$ cat config.mk
export PLATFORM = sky130hd
export DESIGN_NAME = cmd_frame_decoder
export DESIGN_NICKNAME = d
export VERILOG_FILES = /design/src/rtl/cfd_pkg.sv /design/src/rtl/cfd_secded.sv /design/src/rtl/cfd_frame_rx.sv /design/src/rtl/cfd_sat_counter.sv /design/src/rtl/cmd_frame_decoder.sv
export SDC_FILE = /design/constraint.sdc
export NUM_CORES = 1
export LEC_CHECK = 0
export BUFFER_PORTS_ARGS = -buffer_cell sky130_fd_sc_hd__buf_2
export CELL_PAD_IN_SITES_DETAIL_PLACEMENT = 0
export CELL_PAD_IN_SITES_GLOBAL_PLACEMENT = 1
export CORE_ASPECT_RATIO = 2
export CORE_UTILIZATION = 25
export CTS_BUF_LIST = sky130_fd_sc_hd__clkbuf_8
export CTS_CLUSTER_SIZE = 20
export DETAILED_ROUTE_END_ITERATION = 8
export MAX_ROUTING_LAYER = met4
export PLACE_DENSITY = 0.55
export SLEW_MARGIN = 0
export SYNTH_ARGS = -nofsm -noshare
export SYNTH_HDL_FRONTEND = slang
export SYNTH_SLANG_ARGS = --single-unit
$ cat constraint.sdc
create_clock -name clk -period 14.2 [get_ports clk]
set_input_delay 2.13 -clock clk [delete_from_list [all_inputs] [get_ports clk]]
set_output_delay 2.13 -clock clk [all_outputs]
set_load 0.05 [all_outputs]
$ cat src/rtl/cfd_pkg.sv
// Shared constants, receiver state type and the SEC-DED encoder for the
// command frame decoder. The bench uses the same encoder to build frames.
package cfd_pkg;

    localparam int ADDR_W   = 14;
    localparam int SUB_W    = 8;
    localparam int DATA_W   = 8;
    localparam int SHORT_ND = DATA_W;                       // short payload bits
    localparam int SHORT_NH = 4;                            // Hamming bits, short
    localparam int LONG_ND  = ADDR_W + 1 + SUB_W + DATA_W;  // 31
    localparam int LONG_NH  = 6;                            // Hamming bits, long
    localparam int SHORT_CW = SHORT_ND + SHORT_NH + 1;      // 13
    localparam int LONG_CW  = LONG_ND + LONG_NH + 1;        // 38
    localparam int N_CNT    = 3;

    typedef enum logic [1:0] {RX_HUNT, RX_FMT, RX_BODY, RX_STOP} rx_state_e;

    // Hamming position (non power of two, from 3) of payload bit idx.
    function automatic int hpos(input int idx);
        int n;
        int result;
        n = 0;
        result = 0;
        for (int p = 3; p < 64; p++) begin
            if ((p & (p - 1)) != 0) begin
                if (n == idx && result == 0) result = p;
                n++;
            end
        end
        return result;
    endfunction

    // Check field: bits [nh-1:0] Hamming, bit nh overall even parity.
    function automatic logic [7:0] secded_check(input logic [30:0] d,
                                                input int nd, input int nh);
        logic [7:0] c;
        logic       par;
        c   = '0;
        par = 1'b0;
        for (int i = 0; i < 31; i++) begin
            if (i < nd) begin
                int p;
                p   = hpos(i);
                par = par ^ d[i];
                for (int k = 0; k < 7; k++) begin
                    if (k < nh && p[k]) c[k] = c[k] ^ d[i];
                end
            end
        end
        for (int k = 0; k < 7; k++) begin
            if (k < nh) par = par ^ c[k];
        end
        c[nh] = par;
        return c;
    endfunction

endpackage

$ cat src/rtl/cfd_secded.sv
// SEC-DED checker for one frame length.
// Recomputes the check field and forms the syndrome. It corrects a single
// flipped payload bit and reports whether the codeword was correctable.
// Assumes the check-field layout produced by cfd_pkg::secded_check.
module cfd_secded
    import cfd_pkg::*;
#(
    parameter int ND = 8,
    parameter int NH = 4
) (
    input  logic [ND-1:0] data_in,
    input  logic [NH:0]   chk_in,
    output logic [ND-1:0] data_out,
    output logic          err_fix,
    output logic          err_bad
);

    logic [30:0]   d_ext;
    logic [NH:0]   recalc;
    logic [NH-1:0] syn;
    logic          ovr;
    logic          hit;
    logic          pow2;
    logic          fixable;

    assign d_ext  = 31'(data_in);
    assign recalc = (NH+1)'(secded_check(d_ext, ND, NH));
    assign syn    = recalc[NH-1:0] ^ chk_in[NH-1:0];
    // Parity over the whole received codeword, derived from the recomputed field.
    assign ovr    = recalc[NH] ^ chk_in[NH] ^ (^syn);
    assign pow2   = ($countones(syn) == 1);

    // Flip the payload bit that the syndrome points at, when parity says single.
    always_comb begin
        data_out = data_in;
        hit      = 1'b0;
        for (int i = 0; i < ND; i++) begin
            if (ovr && hpos(i) == int'(syn)) begin
                data_out[i] = ~data_in[i];
                hit         = 1'b1;
            end
        end
    end

    assign fixable = (syn == '0) || hit || pow2;
    assign err_fix = ovr && fixable;
    assign err_bad = (!ovr && syn != '0) || (ovr && !fixable);

endmodule

$ cat src/rtl/cfd_frame_rx.sv
// Serial frame receiver.
// Hunts for a start bit, reads the format bit, then shifts in the codeword
// whose length the format bit selects, and finally checks the stop bit.
// Assumes one bit per cycle where bit_en is high; other cycles are ignored.
module cfd_frame_rx
    import cfd_pkg::*;
#(
    parameter int LCW = LONG_CW,
    parameter int SCW = SHORT_CW
) (
    input  logic           clk,
    input  logic           rst_n,
    input  logic           bit_en,
    input  logic           ser_in,
    output logic           frame_rdy,
    output logic           stop_err,
    output logic           is_long,
    output logic [LCW-1:0] cw
);

    localparam int CNT_W = $clog2(LCW + 1);

    rx_state_e        st;
    logic [CNT_W-1:0] left;

    // Frame sequencing: hunt, format, body shift, stop check.
    always_ff @(posedge clk) begin
        if (!rst_n) begin
            st        <= RX_HUNT;
            left      <= '0;
            is_long   <= 1'b0;
            cw        <= '0;
            frame_rdy <= 1'b0;
            stop_err  <= 1'b0;
        end else begin
            frame_rdy <= 1'b0;
            stop_err  <= 1'b0;
            if (bit_en) begin
                case (st)
                    RX_HUNT: if (!ser_in) st <= RX_FMT;
                    RX_FMT: begin
                        is_long <= ser_in;
                        left    <= ser_in ? CNT_W'(LCW - 1) : CNT_W'(SCW - 1);
                        st      <= RX_BODY;
                    end
                    RX_BODY: begin
                        cw <= {cw[LCW-2:0], ser_in};
                        if (left == '0) st <= RX_STOP;
                        else            left <= left - 1'b1;
                    end
                    RX_STOP: begin
                        if (ser_in) frame_rdy <= 1'b1;
                        else        stop_err  <= 1'b1;
                        st <= RX_HUNT;
                    end
                    default: st <= RX_HUNT;
                endcase
            end
        end
    end

    // without a strobe the sequencer does not move and raises nothing.
    p_hold_no_strobe_r1: assert property (@(posedge clk) disable iff (!rst_n)
        !bit_en |=> ($stable(st) && !frame_rdy && !stop_err));

    // a frame ends either good or with a framing fault, never both.
    p_one_outcome_r7: assert property (@(posedge clk) disable iff (!rst_n)
        !(frame_rdy && stop_err));

    // after any frame end the receiver is hunting again.
    p_back_to_hunt_r7: assert property (@(posedge clk) disable iff (!rst_n)
        (frame_rdy || stop_err) |-> st == RX_HUNT);

endmodule

$ cat src/rtl/cfd_sat_counter.sv
// Saturating event counter with a clear input.
// A clear on the same edge as an increment leaves the value 1.
module cfd_sat_counter #(
    parameter int W = 16
) (
    input  logic         clk,
    input  logic         rst_n,
    input  logic         inc,
    input  logic         clr,
    output logic [W-1:0] cnt
);

    // Count events, hold at all ones, clear on request.
    always_ff @(posedge clk) begin
        if (!rst_n)                    cnt <= '0;
        else if (clr)                  cnt <= W'(inc);
        else if (inc && cnt != '1)     cnt <= cnt + 1'b1;
    end

    // a counter at all ones never wraps.
    p_no_overflow_r9: assert property (@(posedge clk) disable iff (!rst_n)
        (cnt == '1 && !clr) |=> cnt == '1);

    // without clear the counter moves by at most one.
    p_single_step_r9: assert property (@(posedge clk) disable iff (!rst_n)
        !clr |=> (cnt == $past(cnt) || cnt == $past(cnt) + 1'b1));

    // clear leaves only the coincident event.
    p_clear_value_r10: assert property (@(posedge clk) disable iff (!rst_n)
        clr |=> cnt == W'($past(inc)));

endmodule

$ cat src/rtl/cmd_frame_decoder.sv
// Command frame decoder top.
// Receives short and long frames, checks and corrects them with SEC-DED,
// applies the address filter and registers the accepted command. It also
// keeps three saturating error counters.
// Assumes bit_en marks valid serial bits and that own_addr is quasi-static.
module cmd_frame_decoder
    import cfd_pkg::*;
#(
    parameter int CNT_W = 16
) (
    input  logic              clk,
    input  logic              rst_n,
    input  logic              bit_en,
    input  logic              ser_in,
    input  logic [ADDR_W-1:0] own_addr,
    input  logic [N_CNT-1:0]  cnt_clr,
    output logic              cmd_valid,
    output logic              cmd_long,
    output logic              cmd_bcast,
    output logic [ADDR_W-1:0] cmd_addr,
    output logic              cmd_ext,
    output logic [SUB_W-1:0]  cmd_subaddr,
    output logic [DATA_W-1:0] cmd_data,
    output logic              err_fixed,
    output logic              err_uncorr,
    output logic              err_framing,
    output logic [CNT_W-1:0]  cnt_fixed,
    output logic [CNT_W-1:0]  cnt_uncorr,
    output logic [CNT_W-1:0]  cnt_framing
);

    logic               frame_rdy;
    logic               stop_err;
    logic               is_long;
    logic [LONG_CW-1:0] cw;

    cfd_frame_rx #(.LCW(LONG_CW), .SCW(SHORT_CW)) u_rx (
        .clk       (clk),
        .rst_n     (rst_n),
        .bit_en    (bit_en),
        .ser_in    (ser_in),
        .frame_rdy (frame_rdy),
        .stop_err  (stop_err),
        .is_long   (is_long),
        .cw        (cw)
    );

    logic [SHORT_ND-1:0] s_data;
    logic                s_fix;
    logic                s_bad;
    logic [LONG_ND-1:0]  l_data;
    logic                l_fix;
    logic                l_bad;

    cfd_secded #(.ND(SHORT_ND), .NH(SHORT_NH)) u_chk_short (
        .data_in  (cw[SHORT_CW-1:SHORT_NH+1]),
        .chk_in   (cw[SHORT_NH:0]),
        .data_out (s_data),
        .err_fix  (s_fix),
        .err_bad  (s_bad)
    );

    cfd_secded #(.ND(LONG_ND), .NH(LONG_NH)) u_chk_long (
        .data_in  (cw[LONG_CW-1:LONG_NH+1]),
        .chk_in   (cw[LONG_NH:0]),
        .data_out (l_data),
        .err_fix  (l_fix),
        .err_bad  (l_bad)
    );

    logic [ADDR_W-1:0] l_addr;
    logic              l_ext;
    logic [SUB_W-1:0]  l_sub;
    logic [DATA_W-1:0] l_dat;
    logic              fix_sel;
    logic              bad_sel;
    logic              addr_ok;
    logic              accept;

    assign {l_addr, l_ext, l_sub, l_dat} = l_data;
    assign fix_sel = is_long ? l_fix : s_fix;
    assign bad_sel = is_long ? l_bad : s_bad;
    assign addr_ok = !is_long || l_addr == '0 || l_addr == own_addr;
    assign accept  = frame_rdy && !bad_sel && addr_ok;

    // Register the command strobe, error flags and the accepted fields.
    always_ff @(posedge clk) begin
        if (!rst_n) begin
            cmd_valid   <= 1'b0;
            cmd_long    <= 1'b0;
            cmd_bcast   <= 1'b0;
            cmd_addr    <= '0;
            cmd_ext     <= 1'b0;
            cmd_subaddr <= '0;
            cmd_data    <= '0;
            err_fixed   <= 1'b0;
            err_uncorr  <= 1'b0;
            err_framing <= 1'b0;
        end else begin
            cmd_valid   <= accept;
            err_fixed   <= frame_rdy && fix_sel;
            err_uncorr  <= frame_rdy && bad_sel;
            err_framing <= stop_err;
            if (accept) begin
                cmd_long    <= is_long;
                cmd_bcast   <= is_long && l_addr == '0;
                cmd_addr    <= is_long ? l_addr : '0;
                cmd_ext     <= is_long && l_ext;
                cmd_subaddr <= is_long ? l_sub : '0;
                cmd_data    <= is_long ? l_dat : s_data;
            end
        end
    end

    logic [N_CNT-1:0] inc_v;
    logic [CNT_W-1:0] cnt_v [N_CNT];

    assign inc_v = {stop_err, frame_rdy && bad_sel, frame_rdy && fix_sel};

    for (genvar g = 0; g < N_CNT; g++) begin : g_cnt
        cfd_sat_counter #(.W(CNT_W)) u_cnt (
            .clk   (clk),
            .rst_n (rst_n),
            .inc   (inc_v[g]),
            .clr   (cnt_clr[g]),
            .cnt   (cnt_v[g])
        );
    end

    assign cnt_fixed   = cnt_v[0];
    assign cnt_uncorr  = cnt_v[1];
    assign cnt_framing = cnt_v[2];

    // a command strobe only follows a frame whose stop bit was good.
    p_strobe_after_frame_r2: assert property (@(posedge clk) disable iff (!rst_n)
        cmd_valid |-> $past(frame_rdy));

    // a strobe never coincides with a dropped-frame flag.
    p_clean_strobe_r6: assert property (@(posedge clk) disable iff (!rst_n)
        cmd_valid |-> (!err_uncorr && !err_framing));

    // an accepted long command is addressed to this receiver or broadcast.
    p_addr_match_r8: assert property (@(posedge clk) disable iff (!rst_n)
        (cmd_valid && cmd_long) |-> (cmd_addr == '0 || cmd_addr == $past(own_addr)));

    // broadcast marking only for long frames.
    p_bcast_long_r8: assert property (@(posedge clk) disable iff (!rst_n)
        (cmd_valid && cmd_bcast) |-> cmd_long);

endmodule

==> summary.txt <==
=================================================================================
Fraction of synthesis flops using an asynchronous set or reset pin             0%
Proportion of layout cells with a drive suffix above 1                      14.3%
Endpoint of the most critical register-to-register path              cmd_subaddr[7]
Ports                                                                         106
Reg2reg path depth                                                             20
1st-iter DRT viols                                                            330
Final total negative setup slack                                             0 ps
Unrepaired setup endpoints after global routing                                no
Fill cells                                                                  3,661
Cell area after placement                                                9280 um2
Leakage component of the power                                            3.83 nW
Die Outline Area                                                       34,800 um2
GRT Overall Usage                                                           17.5%
Total vias in the final route                                               7,342
Kind of critical path                                                  reg -> reg
Max Clock Skew                                                            18.1 ps
Buffers inserted during post-CTS setup optimization                             0
CTS buffer count                                                               17
Hold buffers post-CTS                                                           0
H-tree depth reported by CTS                                                    4
Worst min-delay path startpoint                                       cmd_data[1]
Vias in the first global route                                              7,563
Fmax                                                                    0.151 GHz
Worst R2R Start                                                       u_rx.cw[32]
Cells on Worst Hold Path                                                        2
Clk Tree Root Cell                                                   sky130_fd_sc_hd__clkbuf_8
Critical Path Start Type                                                 register
Cell variety after synth                                                       79
Growth of design area from synthesis to finish                              14.3%
DRC Markers                                                                     0
Metal1 wirelength                                                       10,000 um
Top flip-flop cell by instance count after synthesis                 sky130_fd_sc_hd__dfxtp_1
Met3 wirelength from detailed routing                                      884 um
Status                                                               finished, final reports clean
Count of nets left with antenna violations after detail routing                 0
Slack of the worst reg-to-reg path                                        7570 ps
Min Hold Slack                                                             466 ps
Class of the tightest hold or removal check                            reg -> reg
Number of buffers inserted by port buffering                                  105
Synthesized instance count                                                  1,046
Final-report hold violation count                                               0
Reg clk slew, reported paths                                                90 ps
Largest stage delay on the critical path                                   940 ps
Die H                                                                      263 um
EDFF count, synth                                                               0
Total congestion overflow after global routing                                  0
Vias/cell                                                                    4.73
Post-Synthesis Cell Area                                                 8510 um2
Tcrit/Tclk final                                                            46.7%
Mean Syn Cell Area                                                       8.14 um2
Utilization after layout                                                    29.0%
Maximum net fanout on the critical path                                        32
Arrival time worst endpoint                                               6970 ps
Post-cts repair resize count                                                    0
Post-detailed-placement half-perimeter wirelength                       22,200 um
Largest net degree at the start of global routing                              49
Top Metal Used                                                               met4
Source-to-sink clock delay at the later pin of the worst-skew pair         500 ps
GP Congestion                                                               0.856
Detailed Route WL                                                       28,700 um
Count of final setup violators                                                  0
First-pass iteration count of the detailed router                               5
Die outline width                                                          132 um
Number of synthesis warnings                                                    0
Pins Over Slew Limit                                                            0
Number of sinks driven by the clock tree                                      134
Total power per unit cell area                                        81.3 nW/um2
Net Count, Synth                                                            1,104
Critical Path Slowest Stage Cell                                     sky130_fd_sc_hd__a31oi_2
Clock tree from TritonCTS                                                     yes
Cell-by-cell trace of the critical path                              xor2_1 -> xnor2_1 -> xnor2_1 -> xnor2_1 -> xnor2_1 -> inv_1 -> ha_1 -> inv_1 -> ha_1 -> xnor2_1 -> xnor2_1 -> xnor3_2 -> xor2_2 -> buf_4 -> or3_1 -> nand3_1 -> nor4bb_1 -> nand4_1 -> a31oi_2 -> o22ai_1
Worst Hold Path EP                                                    cmd_data[1]
Slew HR                                                                     37.9%
Yosys reg bits                                                                134
# Max-Cap Violations                                                            0
Standard-cell rows                                                             95
Total Nets Final                                                            1,159
Post-detailed-route wirelength per cell                                   18.5 um
Non-Filler Cell Area, Final                                              9720 um2
Least-Margin Pin Slew                                                      923 ps
CP Capture Type                                                          register
Antenna violations before repair                                                1
Final period demand of the worst path                                     6630 ps
Global-route wire length before repair                                  44,800 um
Worst IR drop on VDD                                                  0.0000589 V
Seq/Total Area, Yosys                                                       31.5%
Initial Util                                                                25.4%
Area of the core                                                       33,500 um2
Total length of routed met2 wires                                       16,600 um
Required time at the worst-slack endpoint                               14,540 ps
Dominant cell type by count on the critical path                     sky130_fd_sc_hd__xnor2_1
Clock Path Buffers                                                              2
=================================================================================
-- cell type report --
class	count	area [um2]	share of cell area (%)
Inverter	35	131	1.35
Multi-Input combinational cell	803	5360	55.1
Clock inverter	14	191	1.97
Antenna cell	1	2.50	0.0257
Timing Repair Buffer	110	563	5.79
Sequential cell	134	2680	27.6
Clock buffer	18	248	2.55
Tap cell	436	546	5.61
-- worst max-delay path, delay by kind of cell (launching register included) --
family | cells | cell delay (ps)
xor gates and xnor gates | 9 | 2100
and+or+nand+nor | 4 | 1570
AOI/OAI and AO/OA | 2 | 1130
DFF | 1 | 650
adders and majority gates | 2 | 620
buffers and inverters | 3 | 390
-- kinds of logic after synthesis --
group,Yosys count,synth area share (%)
AOI/OAI and AO/OA,176,13.1
DFF,134,31.5
xor gates and xnor gates,171,20.3
buffers and inverters,109,5.53
and+or+nand+nor,407,22.4
adders and majority gates,37,5.71
muxes,12,1.41
-- state kept, by name (all words and copies together), names as in the netlist, 2 cells and up --
name and cells:
cmd_addr 14, cmd_data 8, cmd_subaddr 8, g_cnt.u_cnt.cnt 48, u_rx.cw 38, u_rx.left 6, u_rx.st 2
-- worst max-delay path by stage --
stage	startpoint	to	slack, ps	cells past startpoint
final	u_rx.cw[32]	cmd_subaddr[7]	7570	20
after global routing	u_rx.cw[32]	cmd_ext	7020	20
after global placement	u_rx.cw[31]	cmd_subaddr[6]	7720	18
after floorplan	u_rx.cw[31]	cmd_addr[3]	8980	21
after CTS	u_rx.cw[31]	cmd_subaddr[7]	7580	18
after detailed placement	u_rx.cw[31]	cmd_subaddr[7]	7570	18
-- metrics by stage --
| step | power [mW] | setup slack (ps) | cells |
|---|---|---|---|
| after CTS | 0.803 | 7580 | 1550 |
| after detailed placement | 0.432 | 7570 | 1518 |
| final | 0.790 | 7570 | 1551 |
| after global placement | 0.432 | 7720 | 1518 |
| after floorplan | 0.416 | 8980 | 1046 |
| after global routing | 0.823 | 7020 | 1551 |
-- placed cells by master (no fill, tap or decap), drive strengths merged, types with 29 or more instances in the layout --
cell   instances
xor2          68
ha            34
nand3         54
nand2        155
nor2          86
o21ai         29
dfxtp        134
a21oi         71
inv           40
buf          110
xnor2         88
-- synthesized netlist by cell type (3+ instances only) --
master                     count  area [um2]
sky130_fd_sc_hd__o31ai_1       4        30.0
sky130_fd_sc_hd__nand4_1      15        93.8
sky130_fd_sc_hd__nand2_1     155         582
sky130_fd_sc_hd__xnor3_1      12         270
sky130_fd_sc_hd__and3_1       19         119
sky130_fd_sc_hd__a41oi_1       7        61.3
sky130_fd_sc_hd__a211oi_1      5        37.5
sky130_fd_sc_hd__o211ai_1     10        75.1
sky130_fd_sc_hd__o21ai_0      27         135
sky130_fd_sc_hd__nor2b_1       6        37.5
sky130_fd_sc_hd__nor2_1       85         319
sky130_fd_sc_hd__fa_1          3        60.1
sky130_fd_sc_hd__nand3b_1      3        22.5
sky130_fd_sc_hd__ha_1         34         425
sky130_fd_sc_hd__nand2b_1      7        43.8
sky130_fd_sc_hd__dfxtp_1     134        2680
sky130_fd_sc_hd__buf_6         3        33.8
sky130_fd_sc_hd__buf_4         5        37.5
sky130_fd_sc_hd__a21oi_1      71         355
sky130_fd_sc_hd__nor3_1       17        85.1
sky130_fd_sc_hd__and2_1       17         106
sky130_fd_sc_hd__inv_1        33         124
sky130_fd_sc_hd__xor2_1       67         587
sky130_fd_sc_hd__mux2i_1      12         120
sky130_fd_sc_hd__o22ai_1      16         100
sky130_fd_sc_hd__buf_1         3        11.3
sky130_fd_sc_hd__nand3_1      54         270
sky130_fd_sc_hd__xnor2_1      86         753
sky130_fd_sc_hd__or3_1        10        62.6
sky130_fd_sc_hd__clkbuf_1     47         176
sky130_fd_sc_hd__buf_2        15        75.1
sky130_fd_sc_hd__and4_1        5        43.8
-- report_power, final --
part	total, mW	switching (mW)	leakage [nW]	internal (mW)
clock	0.368	0.184	0.216	0.184
sequential	0.380	0.00248	1.08	0.378
combinational	0.0424	0.0290	2.53	0.0134
-- per-layer routing --
metal  track usage (%)  vias up
li1                  -     3668
met1              16.1     3464
met2              34.1      159
met3              2.62       51
met4              9.10        0
met5                 -        -
No activity file was read; power rests on OpenSTA's default activity.
